===== config.mk =====
export PLATFORM = sky130hd
export DESIGN_NAME = reload_pulse_timer
export DESIGN_NICKNAME = d
export VERILOG_FILES = /design/src/rtl/reload_pulse_timer.sv
export SDC_FILE = /design/constraint.sdc
export NUM_CORES = 1
export LEC_CHECK = 0
export ABC_AREA = 1
export BUFFER_PORTS_ARGS = -buffer_cell sky130_fd_sc_hd__buf_2
export CAP_MARGIN = 20
export CORE_MARGIN = 8
export CORE_UTILIZATION = 40
export CTS_BUF_LIST = sky130_fd_sc_hd__clkbuf_4
export DETAILED_ROUTE_END_ITERATION = 7
export HOLD_SLACK_MARGIN = 0.15
export PLACE_DENSITY = 0.71
export SYNTH_ARGS = -nofsm -noshare
export SYNTH_HDL_FRONTEND = slang
export SYNTH_SLANG_ARGS = --single-unit

===== constraint.sdc =====
create_clock -name clk -period 2.3 [get_ports clk]
set_clock_uncertainty 0.1 [all_clocks]
set_input_delay 0.46 -clock clk [delete_from_list [all_inputs] [get_ports clk]]
set_output_delay 0.46 -clock clk [all_outputs]
set_load 0.05 [all_outputs]

===== src/rtl/reload_pulse_timer.sv =====
module reload_pulse_timer #(
  parameter int W = 16
) (
  input  logic         clk,
  input  logic         rst_n,
  input  logic         cnt_wr,
  input  logic         rld_wr,
  input  logic [W-1:0] wdata,
  input  logic         ctl_wr,
  input  logic [1:0]   ctl_mode,
  input  logic         ctl_en,
  input  logic         ext_en,
  input  logic         cnt_tick,
  output logic [W-1:0] cnt_value,
  output logic         tout,
  output logic         irq
);
  localparam logic [1:0] M_SINGLE = 2'b00;
  localparam logic [1:0] M_DELAY  = 2'b01;

  logic [W-1:0] cnt, rld;
  logic [1:0]   mode;
  logic         run, phase, ext_q, tout_q, irq_q;

  wire       ext_rise = ext_en & ~ext_q;
  wire       start    = !run && ((ctl_wr && ctl_en) || ext_rise);
  wire       stop     = run && ctl_wr && !ctl_en;
  wire       tick     = run && !stop && cnt_tick;
  wire       uf       = tick && (cnt == '0);
  wire [1:0] nmode    = (ctl_wr && !run) ? ctl_mode : mode;

  assign cnt_value = cnt;
  assign tout      = tout_q;
  assign irq       = irq_q;

  always_ff @(posedge clk) begin
    if (!rst_n) begin
      cnt    <= '0;
      rld    <= '0;
      mode   <= M_SINGLE;
      run    <= 1'b0;
      phase  <= 1'b0;
      ext_q  <= 1'b0;
      tout_q <= 1'b0;
      irq_q  <= 1'b0;
    end else begin
      ext_q <= ext_en;
      irq_q <= uf;
      if (rld_wr) rld <= wdata;
      if (ctl_wr && !run) mode <= ctl_mode;

      if (start) begin
        run   <= 1'b1;
        phase <= 1'b0;
        if (nmode != M_DELAY) tout_q <= ~tout_q;
        if (nmode == M_SINGLE) cnt <= rld;
        else if (cnt_wr)       cnt <= wdata;
      end else if (stop) begin
        run <= 1'b0;
      end else if (tick) begin
        if (uf) begin
          tout_q <= ~tout_q;
          if (mode == M_SINGLE || (mode == M_DELAY && phase)) begin
            run <= 1'b0;
            cnt <= cnt - 1'b1;
          end else begin
            cnt   <= rld;
            phase <= 1'b1;
          end
        end else begin
          cnt <= cnt - 1'b1;
        end
      end else if (!run && cnt_wr) begin
        cnt <= wdata;
      end
    end
  end
endmodule


==> metrics <==
Power, Total=2.19 mW; residual DRC count=0; Main synth FF type=dfxtp_1; Final setup viols=0; DR vias/cell=5.28; Distinct cells, synth=30; Placement Setup Slack=about 0.24 ns; HP Class=in -> reg; # H-tree levels=2; Hold WS=between 0.15 and 0.2 ns; Worst Path Arrival=2.16 ns; CTS Buffer Depth=2; critical path launch point type=flip-flop; final wirelength=7.61 mm; number of global-route vias before repair=2535; Clk pwr share=between 20% and 30%; Final Core Density=a little under half; Post-synth ARST share=0%; combinational share of power=41.3%; final worst path period need=2.00 ns; Worst Slack Setup Final=0.301 ns; WP data required=between 2 and 2.5 ns; cell count after synthesis=422; leakage=1.50 nW; Num Clock Sinks=39; fin cells=541; starting density of the core=between 40 and 50%; GP Congestion=0.944; sequential area share after synthesis=30.1%; slew margin rel.=approximately three fifths; Synth-to-Final Area Change=13.6%; synth warn=0; ANT nets after route=0; Crit Path Class=reg -> reg; die area=9330 µm²; internal power=around 1.2 mW; Syn Nets=449; first-pass GRT wire length=12.5 mm; IO Pins=between 40 and 50; Sw Pwr=approximately 0.95 mW; Die X-Extent=96.6 µm; gr usage total=approximately 17%; max cap viols=0; Setup Buffers After CTS=0; Final Cell Area=roughly 3000 µm²; CTS Buf Count=5; Final Hold Fails=0; Sw Ratio=43.3%; DRT iter0 DRCs=276; DR pass1 iterations=5; Cell Area, Synth=2600 µm²; dpl hpwl=5.77 mm; Least-Margin Pin Slew=around 0.58 ns; period utilization=roughly 87%; core outline area=between 6000 and 7000 µm²; EDFF count, synth=0; Ant. Diodes=0; Area after DPL=2880 µm²; Slew Limit Fails=0; share of layout cells above drive strength 1=15.9%; row count=29; RSZ-0062 raised after global routing=false; critical path endpoint category=flip-flop; antenna violations before repair=0; setup tns final=0 ns; Clk Latency, worst-skew pair=0.35 ns; number of synthesized register bits=39; Sequential Power Share=37.7%; nets@finish=490; CTS resizes=0; status=finished clean; syn_area_per_cell=6.16 µm²; largest net degree at the start of global routing=36; Clk pin slew, worst setup/hold paths=0.12 ns; Port Buffers=43; gr ovfl total=0; CTS tree=built; chip height=96.6 µm; fmax=around 500 MHz; Peak VDD IR=0.295 mV; Reg2Reg Setup Slack=0.30 ns; pwr/cell area=744 nW/µm²; DR vias=2859; Placed Cells=533; CTS root buffer=clkbuf_4; routed len/inst=14.1 µm; largest fanout on the critical path=7; Hold Buf Count CTS=0
-- cell families after synthesis --
group           after synthesis  share of synthesized area (%)
fa+ha+maj                     1                          0.482
xor+xnor                      4                           1.35
compound gates              122                           25.5
flops                        39                           30.1
simple gates                186                           30.8
buf+inv                      70                           11.8
-- synthesized netlist by cell type (2+ instances only) --
cell / n / share of area (%)
a21oi_1: 53 / 10
buf_2: 4 / 0.77
buf_4: 2 / 0.58
buf_6: 4 / 1.7
clkbuf_1: 6 / 0.87
dfxtp_1: 39 / 30
inv_1: 51 / 7.4
inv_2: 2 / 0.29
nand2_1: 116 / 17
nand2_4: 2 / 0.87
nand3_1: 17 / 3.3
nand3b_1: 7 / 2.0
nor2_1: 33 / 4.8
nor2_2: 3 / 0.72
nor2_4: 2 / 0.87
o21ai_0: 38 / 7.3
o21ai_1: 26 / 5.0
o21ai_4: 3 / 1.9
xnor2_1: 2 / 0.67
xor2_1: 2 / 0.67
-- final timing paths --
kind / from / end / cells after the start
setup reg to reg: cnt_value[0]$_SDFFE_PN0P_ / cnt_value[2]$_SDFFE_PN0P_ / 11
hold / removal: ext_en / ext_q$_SDFF_PN0_ / 3
setup / recovery: cnt_value[0]$_SDFFE_PN0P_ / cnt_value[2]$_SDFFE_PN0P_ / 11
hold reg to reg: rld[10]$_SDFFE_PN0P_ / rld[10]$_SDFFE_PN0P_ / 2
-- registers in the layout, summed over array words and instances, names as in the netlist --
signal     cells
ext_q          1
run            1
mode           2
phase          1
rld           16
cnt_value     16
tout           1
irq            1
-- final cells by class --
cell class | instances | area, µm²
Clock buffer | 5 | 37.5
Clock inverter | 3 | 38.8
Fill cell | 692 | 3360
Inverter | 53 | 199
Multi-Input combinational cell | 313 | 1510
Sequential cell | 39 | 781
Tap cell | 77 | 96.3
Timing Repair Buffer | 51 | 288
-- power groups by stage --
stage / combinational (mW) / clock, mW / sequential (mW)
floorplan: 0.536 / 0 / 0.978
global placement: 0.883 / 0 / 0.840
detailed placement: 0.892 / 0 / 0.842
CTS: 0.899 / 0.471 / 0.827
global route: 0.997 / 0.499 / 0.841
finish: 0.906 / 0.461 / 0.828
-- per-layer routing --
layer	GRT usage, %	routed length, µm	vias up
li1	-	-	1448
met1	23.3	3560	1270
met2	25.8	3350	129
met3	3.09	581	12
met4	5.17	114	0
met5	0	0	-
-- cell usage in the layout, fill, tap and decap left out, types with 3 or more instances in the layout --
| cell | synthesis | layout |
|---|---|---|
| a21oi_1 | 53 | 53 |
| buf_2 | 4 | 43 |
| buf_4 | 2 | 7 |
| clkbuf_4 | 0 | 5 |
| dfxtp_1 | 39 | 39 |
| inv_1 | 51 | 51 |
| nand2_1 | 116 | 116 |
| nand3_1 | 17 | 17 |
| nand3b_1 | 7 | 7 |
| nor2_1 | 33 | 33 |
| nor2_2 | 3 | 3 |
| o21ai_0 | 38 | 38 |
| o21ai_1 | 26 | 26 |
| o21ai_4 | 3 | 3 |
-- worst max-delay path: stages (launching register included) --
cell and delay, ns:
dfxtp_1 0.36, inv_1 0.10, ha_1 0.22, nand2_2 0.11
nor2_4 0.21, nand2_1 0.11, nor2_2 0.19, nand2_1 0.14
o21ai_1 0.18, nand2_1 0.07, nand2_1 0.06, a21oi_1 0.05
Note: power is estimated with default switching activity, not from simulation.
